File: src/rtl/sdram_cke_pkg.sv
package sdram_cke_pkg;

  typedef enum logic [1:0] {
    MODE_NORMAL  = 2'd0,
    MODE_PWRDN   = 2'd1,
    MODE_SELFREF = 2'd2,
    MODE_RECOVER = 2'd3
  } pwr_mode_e;

  typedef enum logic [2:0] {
    ACT_PASS     = 3'd0,
    ACT_ENTER_PD = 3'd1,
    ACT_ENTER_SR = 3'd2,
    ACT_HOLD     = 3'd3,
    ACT_EXIT     = 3'd4,
    ACT_WAIT     = 3'd5,
    ACT_ILLEGAL  = 3'd6,
    ACT_INVALID  = 3'd7
  } cke_act_e;

  typedef enum logic [1:0] {
    PIN_DESEL = 2'd0,
    PIN_NOP   = 2'd1,
    PIN_AREF  = 2'd2,
    PIN_OTHER = 2'd3
  } pin_cmd_e;

endpackage

File: src/rtl/cke_cmd_decode.sv
module cke_cmd_decode
  import sdram_cke_pkg::*;
(
  input  logic     cs_n,
  input  logic     ras_n,
  input  logic     cas_n,
  input  logic     we_n,
  output pin_cmd_e cmd
);

  always_comb begin
    if (cs_n) begin
      cmd = PIN_DESEL;
    end else begin
      case ({ras_n, cas_n, we_n})
        3'b111:  cmd = PIN_NOP;
        3'b001:  cmd = PIN_AREF;
        default: cmd = PIN_OTHER;
      endcase
    end
  end

endmodule

File: src/rtl/trc_timer.sv
module trc_timer #(
  parameter int TRC_CYCLES = 8
) (
  input  logic clk,
  input  logic rst_n,
  input  logic load,
  output logic done
);

  localparam int CW = (TRC_CYCLES < 2) ? 1 : $clog2(TRC_CYCLES + 1);
  localparam logic [CW-1:0] LOAD_VAL = CW'(TRC_CYCLES - 1);

  logic [CW-1:0] cnt_q, cnt_d;

  always_comb begin
    cnt_d = cnt_q;
    if (load) begin
      cnt_d = LOAD_VAL;
    end else if (cnt_q != '0) begin
      cnt_d = cnt_q - 1'b1;
    end
  end

  always_ff @(posedge clk or negedge rst_n) begin
    if (!rst_n) begin
      cnt_q <= '0;
    end else begin
      cnt_q <= cnt_d;
    end
  end

  assign done = (cnt_q == '0);

endmodule

File: src/rtl/cke_mode_fsm.sv
module cke_mode_fsm
  import sdram_cke_pkg::*;
(
  input  logic      clk,
  input  logic      rst_n,
  input  logic      cke,
  input  pin_cmd_e  cmd,
  input  logic      all_idle,
  input  logic      recov_done,
  output pwr_mode_e mode,
  output cke_act_e  action,
  output logic      recov_load
);

  pwr_mode_e mode_q, mode_d;
  logic      prev_cke_q;
  logic      quiet_cmd;

  assign quiet_cmd = (cmd == PIN_DESEL) || (cmd == PIN_NOP);

  always_comb begin
    mode_d     = mode_q;
    action     = ACT_PASS;
    recov_load = 1'b0;
    case (mode_q)
      MODE_NORMAL: begin
        if (!prev_cke_q) begin
          action = ACT_INVALID;
        end else if (cke) begin
          action = ACT_PASS;
        end else if (!all_idle) begin
          action = ACT_ILLEGAL;
        end else if (quiet_cmd) begin
          action = ACT_ENTER_PD;
          mode_d = MODE_PWRDN;
        end else if (cmd == PIN_AREF) begin
          action = ACT_ENTER_SR;
          mode_d = MODE_SELFREF;
        end else begin
          action = ACT_ILLEGAL;
        end
      end
      MODE_PWRDN, MODE_SELFREF: begin
        if (prev_cke_q) begin
          action = ACT_INVALID;
        end else if (!cke) begin
          action = ACT_HOLD;
        end else if (quiet_cmd) begin
          action     = ACT_EXIT;
          recov_load = (mode_q == MODE_SELFREF);
          mode_d     = (mode_q == MODE_SELFREF) ? MODE_RECOVER : MODE_NORMAL;
        end else begin
          action = ACT_ILLEGAL;
        end
      end
      MODE_RECOVER: begin
        if (!prev_cke_q) begin
          action = ACT_INVALID;
        end else if (!cke || !quiet_cmd) begin
          action = ACT_ILLEGAL;
        end else begin
          action = ACT_WAIT;
        end
        if (recov_done) begin
          mode_d = MODE_NORMAL;
        end
      end
      default: mode_d = MODE_NORMAL;
    endcase
  end

  always_ff @(posedge clk or negedge rst_n) begin
    if (!rst_n) begin
      mode_q     <= MODE_NORMAL;
      prev_cke_q <= 1'b1;
    end else begin
      mode_q     <= mode_d;
      prev_cke_q <= cke;
    end
  end

  assign mode = mode_q;

endmodule

File: src/rtl/sdram_cke_tracker.sv
module sdram_cke_tracker
  import sdram_cke_pkg::*;
#(
  parameter int TRC_CYCLES  = 8,
  parameter int SYNC_STAGES = 2
) (
  input  logic       clk,
  input  logic       rst_n,
  input  logic       cke,
  input  logic       cs_n,
  input  logic       ras_n,
  input  logic       cas_n,
  input  logic       we_n,
  input  logic       all_idle,
  output logic [1:0] mode,
  output logic [2:0] action,
  output logic       illegal
);

  localparam int SS = (SYNC_STAGES < 1) ? 1 : SYNC_STAGES;

  logic [SS-1:0] rst_pipe;
  logic          rst_sync_n;

  generate
    if (SS == 1) begin : g_sync1
      always_ff @(posedge clk or negedge rst_n) begin
        if (!rst_n) rst_pipe <= '0;
        else        rst_pipe <= 1'b1;
      end
    end else begin : g_syncn
      always_ff @(posedge clk or negedge rst_n) begin
        if (!rst_n) rst_pipe <= '0;
        else        rst_pipe <= {rst_pipe[SS-2:0], 1'b1};
      end
    end
  endgenerate

  assign rst_sync_n = rst_pipe[SS-1];

  pin_cmd_e  cmd;
  pwr_mode_e mode_e;
  cke_act_e  act_e;
  logic      recov_load;
  logic      recov_done;

  cke_cmd_decode u_dec (
    .cs_n  (cs_n),
    .ras_n (ras_n),
    .cas_n (cas_n),
    .we_n  (we_n),
    .cmd   (cmd)
  );

  trc_timer #(.TRC_CYCLES(TRC_CYCLES)) u_trc (
    .clk   (clk),
    .rst_n (rst_sync_n),
    .load  (recov_load),
    .done  (recov_done)
  );

  cke_mode_fsm u_fsm (
    .clk        (clk),
    .rst_n      (rst_sync_n),
    .cke        (cke),
    .cmd        (cmd),
    .all_idle   (all_idle),
    .recov_done (recov_done),
    .mode       (mode_e),
    .action     (act_e),
    .recov_load (recov_load)
  );

  assign mode    = mode_e;
  assign action  = act_e;
  assign illegal = (act_e == ACT_ILLEGAL) || (act_e == ACT_INVALID);

endmodule

File: config.mk
export PLATFORM = sky130hd
export DESIGN_NAME = sdram_cke_tracker
export DESIGN_NICKNAME = d
export VERILOG_FILES = /design/src/rtl/sdram_cke_pkg.sv /design/src/rtl/cke_cmd_decode.sv /design/src/rtl/trc_timer.sv /design/src/rtl/cke_mode_fsm.sv /design/src/rtl/sdram_cke_tracker.sv
export SDC_FILE = /design/constraint.sdc
export NUM_CORES = 1
export LEC_CHECK = 0
export ABC_AREA = 0
export BUFFER_PORTS_ARGS = -buffer_cell sky130_fd_sc_hd__buf_4
export CORE_MARGIN = 3
export CORE_UTILIZATION = 28
export DETAILED_ROUTE_END_ITERATION = 10
export PLACE_DENSITY = 0.47
export SYNTH_ARGS = -nofsm -noshare
export SYNTH_HDL_FRONTEND = slang
export SYNTH_SLANG_ARGS = --single-unit
File: constraint.sdc
create_clock -name clk -period 2.9 [get_ports clk]
set_input_delay 0.435 -clock clk [delete_from_list [all_inputs] [get_ports clk]]
set_output_delay 0.435 -clock clk [all_outputs]
set_load 0.005 [all_outputs]
### Word-level counts from Yosys, hierarchy flattened

Cells that the tools add are included.

* add/sub/neg operators: 1
* equal/unequal tests: 17
* mux-type cells: 30
* reduce and logical (&&, ||, !) cells: 12

Operators by type and width (count)
* 2-bit two-way mux: 13
* 3-bit two-way mux: 8
* 2-bit inequality test (second input constant): 5
* 3-bit equality test (second input constant): 3
* 3-bit one-hot mux with 3 select lines: 1
* 4-bit two-way mux: 2
* 8-bit AND reduction: 1
* 2-bit equality test (second input constant): 3
* 2-bit one-hot mux with 3 select lines: 1
* 2-bit by 1-bit equality test with 1-bit output (second input constant): 2
* 2-bit zero test: 2
* 4-bit zero test: 1
* 1-bit two-way mux: 4
* 2-bit by 1-bit inequality test with 1-bit output (second input constant): 2
* 2-bit one-hot mux with 2 select lines: 1
* 4-bit nonzero test: 1
* 4-bit by 1-bit subtractor with 4-bit output (second input constant): 1
* 3-bit by 1-bit equality test with 1-bit output (second input constant): 1
* 1-bit logical OR: 3
* 3-bit by 1-bit inequality test with 1-bit output (second input constant): 1
* 1-bit zero test: 2
* 2-bit nonzero test: 1
* 2-bit OR reduction: 1

* register bits: 9
* input port bits: 8
* output and inout bits: 6
* logic and storage cells: 64

### Logic depth before layout (Yosys ltp)

Gate-level depths: netlist (run 1).

* word-level depth: 12
* depth in mapped cells: 6
* mapped depth without buffers: 6

### Cells and area by module

From an unflattened synthesis (run 1), not the netlist that was laid out.

* cell total of the unflattened synthesis: 67
* area, all modules: 626.9 um^2

By module, submodules not included
* cke_mode_fsm: times used 1, cells each 39, area each 324.1 um^2, sequential area each 76.3 um^2
* trc_timer: times used 1, cells each 21, area each 227.7 um^2, sequential area each 100.1 um^2
* sdram_cke_tracker: times used 1, cells each 4, area each 60.1 um^2, sequential area each 50.0 um^2
* cke_cmd_decode: times used 1, cells each 3, area each 15.0 um^2, sequential area each 0.0 um^2

### Worst setup path after synthesis (run 1)

Ideal clock, no wire load.

* path kind: register to output
* start: register u_fsm.mode_q[0] (netlist: u_fsm.mode[0])
* end: output illegal
* arrival: 1.333 ns
* data required time: 2.465 ns
* slack: 1.132 ns
* stages on the path, launching flop included: 6
* buffers on the path: 0
* cells stage by stage: dfrtp_1 > inv_1 > ha_1 > or2_2 > a21oi_1 > a211oi_1

* longest elaborated chain between the ends: 5
* elaborated cells between the ends (all ways): 9
* those cells by class: 5 x eq/ne; 1 x mux; 3 x reduce/logical

Ends and longest elaborated chain
* start, declared: line cke_mode_fsm.sv:15 `pwr_mode_e mode_q, mode_d;`
* start signal, assigned: line cke_mode_fsm.sv:77 `mode_q <= mode_d;`
* 2-bit by 1-bit equality test with 1-bit output or 2-bit equality test (tied branches): line cke_mode_fsm.sv:25 `case (mode_q)`
* 2-bit OR reduction: line cke_mode_fsm.sv:25
* 3-bit one-hot mux with 3 select lines (*): line cke_mode_fsm.sv:25
* 3-bit equality test: line sdram_cke_tracker.sv:76 `assign illegal = (act_e == ACT_ILLEGAL) || (act_e == ACT_INVALID);`
* 1-bit logical OR (*): line sdram_cke_tracker.sv:76
* end, declared: line sdram_cke_tracker.sv:17 `output logic illegal`

Mark *: on every way between the ends. The rest lies on a longest branch, timed or not.

### Final worst setup path (run 1)

* start: register u_fsm.mode_q[1] (netlist: u_fsm.mode[1])
* end: output action[1]

* longest elaborated chain between the ends: 3
* elaborated cells between the ends (all ways): 6
* those cells by class: 3 x eq/ne; 1 x mux; 2 x reduce/logical

Ends and longest elaborated chain
* 2-bit by 1-bit equality test with 1-bit output or 2-bit equality test (tied branches): line cke_mode_fsm.sv:25
* 2-bit OR reduction: line cke_mode_fsm.sv:25
* 3-bit one-hot mux with 3 select lines (*): line cke_mode_fsm.sv:25
* end, declared: line sdram_cke_tracker.sv:16 `output logic [2:0] action,`

Marks and branches as above.

==> results of run 1 <==
==> flip-flops by register name (all words and copies together), names as in the netlist <==
register,cells
u_trc.cnt_q,4
rst_pipe,2
u_fsm.mode,2
u_fsm.prev_cke_q,1
==> through the flow <==
step	area, sq um	utilization
2_1_floorplan	655.6	-
3_3_place_gp	778.2	0.3738
3_5_place_dp	778.2	0.3738
4_1_cts	815.8	0.3918
5_1_grt	815.8	0.3918
6_report	815.8	0.3918
==> power by group <==
group          switching [mW]  internal [mW]
combinational           0.248          0.279
clock                  0.0434         0.0508
sequential             0.0444          0.171
total                   0.336          0.501
==> Yosys cell counts, types with 2 or more instances <==
master,instances,area (sq um)
o211ai_1,2,15.01
o21ai_1,3,15.01
inv_1,5,18.77
a21oi_1,5,25.02
nand3_1,5,25.02
mux2i_1,2,20.02
dfrtp_1,8,200.2
nor2_1,4,15.01
nand2_1,6,22.52
a31oi_1,4,25.02
nand2b_1,2,12.51
xnor2_1,2,17.52
ha_1,5,62.56
==> cell type report <==
| type | count | share of cell area |
|---|---|---|
| Multi-Input combinational cell | 56 | 0.4923 |
| Tap cell | 27 | 0.04141 |
| Inverter | 5 | 0.02301 |
| Timing Repair Buffer | 14 | 0.1319 |
| Clock inverter | 1 | 0.006135 |
| Clock buffer | 3 | 0.02761 |
| Sequential cell | 9 | 0.2776 |
==> layer usage <==
layer  share of wire  wire (um)
met1            0.51        700
met2            0.44        609
met3           0.054         75
met4               0          0
met5               0          0
==> logic make-up (layout without fill, tap and decap cells) <==
kind of cell	after synthesis	after routing	share of synthesized area
AO/OA/AOI/OAI	19	19	0.1870
XOR/XNOR	2	2	0.02672
adder cells (fa/ha/maj)	5	5	0.09542
buffers and inverters	7	23	0.04197
flip-flops	9	9	0.3454
multiplexers	3	3	0.05343
other	1	1	0.005720
AND/OR/NAND/NOR	26	26	0.2443
==> placed cells by master, fill, tap and decap left out, drive strengths merged, types with 3 or more instances in the layout <==
cell    count
inv         5
nand2b      3
ha          5
nand3       5
a21oi       5
dfrtp       8
nor2        4
o211ai      3
buf        13
nand2       6
clkbuf      3
a31oi       4
o21ai       4
==> how the worst max path moves through the flow <==
stage,cells after the start,slack [ps],end,startpoint
floorplan,5,1130,illegal,u_fsm.mode[0]
global placement,6,880,action[1],u_fsm.mode[0]
detailed placement,6,900,action[1],u_fsm.mode[0]
CTS,7,600,illegal,u_fsm.mode[1]
global route,7,430,illegal,u_fsm.mode[1]
finish,6,610,action[1],u_fsm.mode[1]
==> worst max-delay path, cell delays in order, from the launching register on <==
cell and delay, ps:
dfrtp_1 420, inv_1 90, ha_1 380, or2_2 320
a21oi_1 170, a31oi_1 60, buf_4 150
==> timing repair <==
action	4_1_cts	5_1_grt
setup endpoints to repair	0	0
endpoints found under the hold margin	2	0
hold buffers	1	0
==> impl_results.md, run 1 <==
- Outcome: finished clean
- Peak Freq: 437.3 MHz
- Clock Pin Slew Worst Setup and Hold Paths: 60 ps
- Routed WL: 1.385 mm
- Core Area: 0.002082 sq mm
- Worst-path fanout max: 7
- Pre-CTS WS: about 900 ps
- Detail Route Antenna Nets: 0
- Depth of the CTS H-tree: 1
- Total power: between 800 and 900 uW
- Crit path kind: reg -> out
- CP endpoint kind: output pin
- Clock Latency Late Sink: roughly 260 ps
- Tcrit/Tclk final: 0.7886
- Hold WS: 114.9 ps
- Unrepaired setup endpoints after global routing: false
- Yosys cell types: 32
- Total negative setup slack: 0 ps
- Largest net degree at the start of global routing: 12
- Via count: about 560
- Register area share after synthesis: 0.3454
- #FFs+latches synth: 9
- Initial Util: 0.3149
- Reg2Reg Depth: 5
- Share of layout cells above drive strength 1: 0.2727
- Post-synth top flop: dfrtp_1
- Cell Count, Final, Fillers Out: 115
- Power Dens Cells: 1025 mW/mm^2
- Remaining Overflow, GRT: 0
- P_leak: around 0.38 nW
- Max-cap violation count: 0
- Setup violators final: 0
- # rows: 16
- Post-layout min period: 2287 ps
- CP Data Required Time: 2470 ps
- Clock Tree Root: clkbuf_4
- Iter 0 DRT Violations: 3
- M2 GR Usage: 0.1614
- Arr. time, crit path: 1850 ps
- M3 GR Usage: 0.04360
- Drt pass-1 iters: 3
- Routability cong.: 0.6897
- Filler instances: 217
- Sequential standard cell area: 226.5 sq um
- Port Buf Inserts: 13
- Vias in the first global route: 530
- Post-cts sizing count: 0
- Clk buf depth: 2
- Nets: 102
- Die height: 54.39 um
- GRT Overall Usage: 0.1068
- Via-per-instance ratio: 4.896
- PnR worst setup slack: 613.1 ps
- Async SR Flop Fraction: 1.000
- Reg-to-Reg End: u_fsm.mode[0]
- Drt drc: 0
- Mapped Avg Cell Area: roughly 9.1 sq um
- Worst Hold Class: reg -> async
- CP startpoint kind: flop
- Mapped Cells: just over 70
- VDD IR max: between 500 and 600 uV
- Placed cells: 110
- Post-CTS setup buffer count: 0
- Cts bufs inserted: 3
- Area of the multi-input gates: 401.6 sq um
- R2R setup slack: 1200 ps
- Post-synth EDFFs: 0
- Mapped Area: ~660 sq um
- Reg-to-reg startpoint: u_fsm.mode[1]
- ANT cells: 0
- CTS sink cnt: 9
- Area Growth Syn to Fin: 24.43%
- Met1 usage: 0.1445
- YS warnings: 0
- Initial antenna violation count: 0
- Detailed placement HPWL: 1.103 mm
- First-pass GRT wire length: between 2 and 2.5 mm
- Ports: 14
- GRT busiest layer: met2
- Syn_nets: between 80 and 90
- Wire per inst: about 12 um
- CTS tree: yes
- Clock skew: 2.894 ps
- Fin. Hold Viols: 0
- Die area: 0.002958 sq mm
- Fin. max-slew vios: 0
- Die width: 54.39 um
No activity file was read; power rests on OpenSTA's default activity.
==> inputs of run 2 (changes only) <==
PLACE_DENSITY = 0.48   (was 0.47)
clock period = 1.9 ns   (was 2.9 ns; I/O delays follow)
==> run 2 against run 1 <==
  * Sequential share of layout area is 3.3 points lower
  * Via count is 5.7% higher
  * Global-route usage is 0.45 points higher
  * Clock power is 54% higher
  * Total power is 77% higher
  * Register-to-register slack worse by 980 ps
  * Critical endpoint unchanged
==> impl_results.md, run 2 (same netlist as run 1, synthesis figures left out) <==
- Slowest stage cell, crit path: dfrtp_1
- CP startpoint kind: flop
- # rows: 16 (unchanged)
- Worst path bufs/invs: 2 (unchanged)
- GRT Overall Usage: 0.1113 (+0.004482)
- Largest net degree at the start of global routing: 12 (unchanged)
- R2R setup slack: 220 ps (-980 ps)
- Wire per inst: 11.63 um (-3.5%)
- Depth of the CTS H-tree: 1 (unchanged)
- Power Dens Cells: 1606 mW/mm^2 (+57%)
- Sw Pwr: 572.0 uW (+70%)
- Area after DPL: 800.8 sq um (+2.9%)
- Nets: 110 (+7.8%)
- Drt drc: 0 (unchanged)
- Tcrit/Tclk final: 0.9764
- Clock skew: 3.375 ps (+0.4811 ps)
- Seq pwr share: 0.216 (-0.042)
- Port Buf Inserts: 13 (unchanged)
- Remaining Overflow, GRT: 0 (unchanged)
- Vias in the first global route: 543 (+2.5%)
- Detailed placement HPWL: 1.100 mm (-0.33%)
- Outcome: finished clean
- Reg2Reg Depth: 6 (+1)
- Worst-path fanout max: 4 (-3)
- Cell Chain, Critical Path: inv_2 > ha_4 > or2_4 > a21oi_2 > a31oi_1 > buf_4
- Core Area: 0.002082 sq mm (unchanged)
- Max reg flops: 4 (unchanged)
- Fin. Hold Viols: 0 (unchanged)
- Die area: 0.002958 sq mm (unchanged)
- Post-layout min period: between 1500 and 2000 ps
- Reg-to-Reg End: u_fsm.mode[0]
- CTS sink cnt: 9 (unchanged)
- Clock Pin Slew Worst Setup and Hold Paths: 60 ps (about the same)
- Crit path largest cell delay: 400 ps (-20 ps)
- Total negative setup slack: 0 ps (unchanged)
- Clock Latency Late Sink: 260 ps (about the same)
- Die width: 54.39 um (unchanged)
- Detail Route Antenna Nets: 0 (unchanged)
- Reg-to-reg startpoint: u_trc.cnt_q[0]
- Combinational fraction of design power: 0.687 (+0.058)
- VDD IR max: 711.9 uV (+36%)
- Sw Share: 0.3853 (-0.01603)
- Worst Hold Class: reg -> async
- Most common cell after layout, fill and taps aside: buf_4
- Initial Util: 0.3149 (unchanged)
- Delay-heaviest family, CP: flip-flops
- Routability cong.: 0.6891 (about the same)
- Ports: 14 (unchanged)
- Cell-internal power: 912.7 uW (+82%)
- Routed WL: 1.430 mm (+3.2%)
- Most flop-heavy register: u_trc.cnt_q
- CP endpoint kind: output pin
- CP Data Required Time: 1620 ps (-850 ps)
- Drt pass-1 iters: 4 (+1)
- Peak Freq: between 500 and 600 MHz
- Setup violators final: 0 (unchanged)
- Max-cap violation count: 0 (unchanged)
- Cts bufs inserted: 3 (unchanged)
- Initial antenna violation count: 0 (unchanged)
- Fin. max-slew vios: 0 (unchanged)
- Area Growth Syn to Fin: 41.03%
- Die height: 54.39 um (unchanged)
- ANT cells: 0 (unchanged)
- Via-per-instance ratio: 4.837 (-1.2%)
- Clock Tree Root: clkbuf_4
- P_leak: 0.4202 nW (+11%)
- Highest-count cells in the layout ignoring fill and taps: 20 x buf_4, 8 x dfrtp_1, 6 x nand2_1
- Hold WS: 108.8 ps (-6.095 ps)
- Unrepaired setup endpoints after global routing: true
- Clock power frac: 0.098 (-0.015)
- Design area: 924.6 sq um (+13%)
- Iter 0 DRT Violations: 17 (+14)
- Arr. time, crit path: 1570 ps (-280 ps)
- Share of layout cells above drive strength 1: 0.4063 (+0.1335)
- First-pass GRT wire length: 2.332 mm (+1.2%)
- Via count: 595 (+5.7%)
- Clk buf depth: 2 (unchanged)
- Crit path kind: reg -> out
- CTS tree: yes
## run 2: changes by cell type in the layout (fill, tap and decap cells not counted), moves of 2 or more
cell	delta
inv_1	-2
ha_1	-2
buf_4	+7
inv_2	+2
ha_4	+2
## run 2: worst max-delay path by stage
| stage | cells past startpoint | slack (ps) | end | startpoint |
|---|---|---|---|---|
| 2_1_floorplan | 5 | 280 | illegal | u_fsm.mode[0] |
| 3_3_place_gp | 6 | 160 | action[1] | u_fsm.mode[0] |
| 3_5_place_dp | 6 | 140 | action[1] | u_fsm.mode[0] |
| 4_1_cts | 6 | 10 | action[0] | u_fsm.mode[1] |
| 5_1_grt | 7 | -80 | action[1] | u_fsm.mode[1] |
| 6_report | 6 | 40 | action[1] | u_fsm.mode[1] |
## run 2: what timing repair did
| item | CTS | global route |
|---|---|---|
| endpoints found under the setup margin | 3 | 4 |
| endpoints found under the hold margin | 2 | 0 |
| gates resized for setup | 9 | 2 |
| pin swaps | 3 | 2 |
| hold buffers | 1 | 0 |
| buffers inserted | 2 | 3 |
## run 2: cell type report
cell class / instances / area (sq um)
inverters: 5 / 18.77
clock buffers: 4 / 26.28
well taps: 27 / 33.78
fillers: 217 / 1157
repair buffers: 22 / 171.4
multi-input cells: 56 / 447.9
flip-flops and latches: 9 / 226.5
## run 2: layer usage
layer  vias up  share of wire  GRT usage
li1        305              -          -
met1       279           0.50     0.1526
met2        11           0.44     0.1594
met3         0          0.057    0.04905
met4         0              0    0.02490
met5         -              0          0
## run 2: power by group through the flow
stage | clock (mW) | sequential [mW] | combinational, mW
2_1_floorplan | 0 | 0.320 | 0.543
6_report | 0.145 | 0.320 | 1.02
3_5_place_dp | 0 | 0.320 | 0.849
5_1_grt | 0.166 | 0.327 | 1.13
3_3_place_gp | 0 | 0.319 | 0.845
4_1_cts | 0.150 | 0.321 | 1.01
## run 2: stage by stage
step                        util  power, mW  worst slack [ps]  instances
after floorplan                -     0.8633             281.9         72
after global placement    0.3846      1.165             164.7        113
after detailed placement  0.3846      1.168             137.5        113
after CTS                 0.4285      1.481             11.27        120
after global routing      0.4441      1.621            -84.13        123
final                     0.4441      1.485             44.79        123
==> inputs of run 3 (changes only) <==
CORE_UTILIZATION = 46   (was 28)
PLACE_DENSITY = 0.72   (was 0.48)
==> run 3 against run 2 <==
  * Core utilization up 31 points
  * First-iteration DRC count increased by 59%
  * Critical path depth up 1
  * Cell count fell by 9.8%
  * Die area decreased by 35%
  * Clock skew fell by 2.9 ps
  * Clock power grew 3%
  * Sequential power about the same
  * Register-to-register slack is essentially flat
  * Maximum frequency shrank 1.9%
==> impl_results.md, run 3 (same netlist as run 1, synthesis figures left out) <==
- Outcome: finished clean
- Setup violators final: 0 (unchanged)
- Max-cap violation count: 0 (unchanged)
- Clock Tree Root: clkbuf_4
- Clock Latency Late Sink: 260 ps (about the same)
- Drt drc: 0 (unchanged)
- Wire per inst: 14.90 um (+28%)
- CTS tree: yes
- Highest-count cells in the layout ignoring fill and taps: 21 x buf_4, 8 x dfrtp_1, 6 x nand2_1
- Core Area: 0.001216 sq mm (-42%)
- Metal3 WL: 99 um (+21%)
- P_leak: 0.4246 nW (+1.0%)
- Power Dens Cells: 1749 mW/mm^2 (+8.9%)
- Post-layout min period: 1892 ps (+36.73 ps)
- Area after DPL: 777.0 sq um (-3.0%)
- Pre-CTS WS: 59.66 ps (-77.85 ps)
- Clock skew: 0.4441 ps (-2.931 ps)
- # rows: 12 (-4)
- PnR worst setup slack: 8.059 ps (-36.73 ps)
- GRT Overall Usage: 0.1831 (+0.07182)
- Fin util: 0.7521 (+0.3079)
- Via-per-instance ratio: 5.811 (+20%)
- Hold WS: 116.5 ps (+7.699 ps)
- Max reg flops: 4 (unchanged)
- Arr. time, crit path: 1610 ps (+40 ps)
- Detailed placement HPWL: 1.126 mm (+2.4%)
- ANT cells: 0 (unchanged)
- Placed cells: 99 (-12%)
- CTS sink cnt: 9 (unchanged)
- Total power: 1.600 mW (+7.8%)
- Cell Count, Final, Fillers Out: 111 (-9.8%)
- Crit path largest cell delay: 380 ps (-20 ps)
- Cell Chain, Critical Path: inv_2 > ha_4 > nor2b_2 > o211ai_1 > a21oi_2 > a31oi_1 > buf_4
- CP endpoint kind: output pin
- Fin. max-slew vios: 0 (unchanged)
- Initial antenna violation count: 0 (unchanged)
- Share of layout cells above drive strength 1: 0.4124 (+0.006121)
- Vias in the first global route: 597 (+9.9%)
- Slowest stage cell, crit path: dfrtp_1
- Fin. Hold Viols: 0 (unchanged)
- Clock Pin Slew Worst Setup and Hold Paths: 60 ps (about the same)
- Ports: 14 (unchanged)
- Port Buf Inserts: 13 (unchanged)
- Highest metal used: met4
- Most common cell after layout, fill and taps aside: buf_4
- VDD IR max: 1040 uV (+46%)
- CP startpoint kind: flop
- Cts bufs inserted: 3 (unchanged)
- Most flop-heavy register: u_trc.cnt_q
- Routability cong.: 0.7376 (+7.0%)
- Largest net degree at the start of global routing: 12 (unchanged)
- Die area: 0.001914 sq mm (-35%)
- M1 WL: 721 um (+0.28%)
- Area Growth Syn to Fin: 39.50%
- First-pass GRT wire length: 2.608 mm (+12%)
- Filler instances: 71 (-67%)
- CP Data Required Time: 1620 ps (about the same)
- Clk buf depth: 2 (unchanged)
- Nets: 111 (+0.91%)
- Initial Util: 0.5391 (+0.2242)
- Worst Hold Class: reg -> async
- Worst-path fanout max: 4 (unchanged)
- Peak Freq: 528.6 MHz (-1.9%)
- Drt pass-1 iters: 4 (unchanged)
- Total negative setup slack: 0 ps (unchanged)
- Via count: 645 (+8.4%)
- Detail Route Antenna Nets: 0 (unchanged)
- Design area: 914.6 sq um (-1.1%)
- Depth of the CTS H-tree: 1 (unchanged)
- Routed WL: 1.654 mm (+16%)
- Remaining Overflow, GRT: 0 (unchanged)
- Unrepaired setup endpoints after global routing: true
- Iter 0 DRT Violations: 27 (+10)
- Die width: 43.75 um (-20%)
- Crit path kind: reg -> out
- Tcrit/Tclk final: 0.9958 (+0.01933)
- Met2 routed WL: 802 um (+28%)
- Die height: 43.75 um (-20%)
-- run 3: cell types whose count changed in the layout (fill, tap and decap cells not counted) --
cell | before | now
nor2b_2 | 0 | 1
o21ai_1 | 2 | 3
nor2b_1 | 1 | 0
o21ai_2 | 1 | 0
buf_4 | 20 | 21
-- run 3: routing by layer --
| layer | up-vias | GRT usage |
|---|---|---|
| li1 | 306 | - |
| met1 | 312 | 0.2105 |
| met2 | 23 | 0.3198 |
| met3 | 4 | 0.05809 |
| met4 | 0 | 0.05422 |
| met5 | - | 0 |
-- run 3: worst paths after layout --
check,slack (ps),start,cells past startpoint,to
min in group clk,180,cke,1,u_fsm.prev_cke_q
hold reg to reg,120,rst_pipe[1],0,u_fsm.mode[1]
setup / recovery,8,u_fsm.mode[1],7,action[1]
max in group asynchronous,1470,rst_n,2,rst_pipe[1]
hold / removal,120,rst_pipe[1],0,u_fsm.mode[1]
setup reg to reg,220,u_trc.cnt_q[0],6,u_fsm.mode[0]
-- run 3: layout make-up --
cell class | instances | area, sq um | area share
Tap cell | 14 | 17.52 | 0.01915
Sequential cell | 9 | 226.5 | 0.2476
Inverter | 5 | 18.77 | 0.02052
Multi-Input combinational cell | 56 | 446.7 | 0.4884
Timing Repair Buffer | 23 | 178.9 | 0.1956
Clock buffer | 4 | 26.28 | 0.02873
-- run 3: critical path: cells and delay by family, from the launching register on --
kind	cells	cell delay [ps]
DFF	1	380
buffers and inverters	2	210
and+or+nand+nor	1	40
adders and majority gates	1	290
AOI/OAI and AO/OA	3	430
-- run 3: power by group --
part           switching (mW)  total (mW)  internal, mW
clock                  0.0690       0.150        0.0811
sequential             0.0609       0.323         0.262
combinational           0.498        1.13         0.629
total                   0.628        1.60         0.972
-- run 3: timing repair --
| item | 4_1_cts | 5_1_grt |
|---|---|---|
| hold buffers | 1 | 0 |
| cloned | 0 | 0 |
| endpoints found under the setup margin | 4 | 3 |
| endpoints found under the hold margin | 2 | 0 |
| pin swaps | 0 | 1 |
| buffers inserted | 6 | 1 |
| gates resized for setup | 8 | 3 |
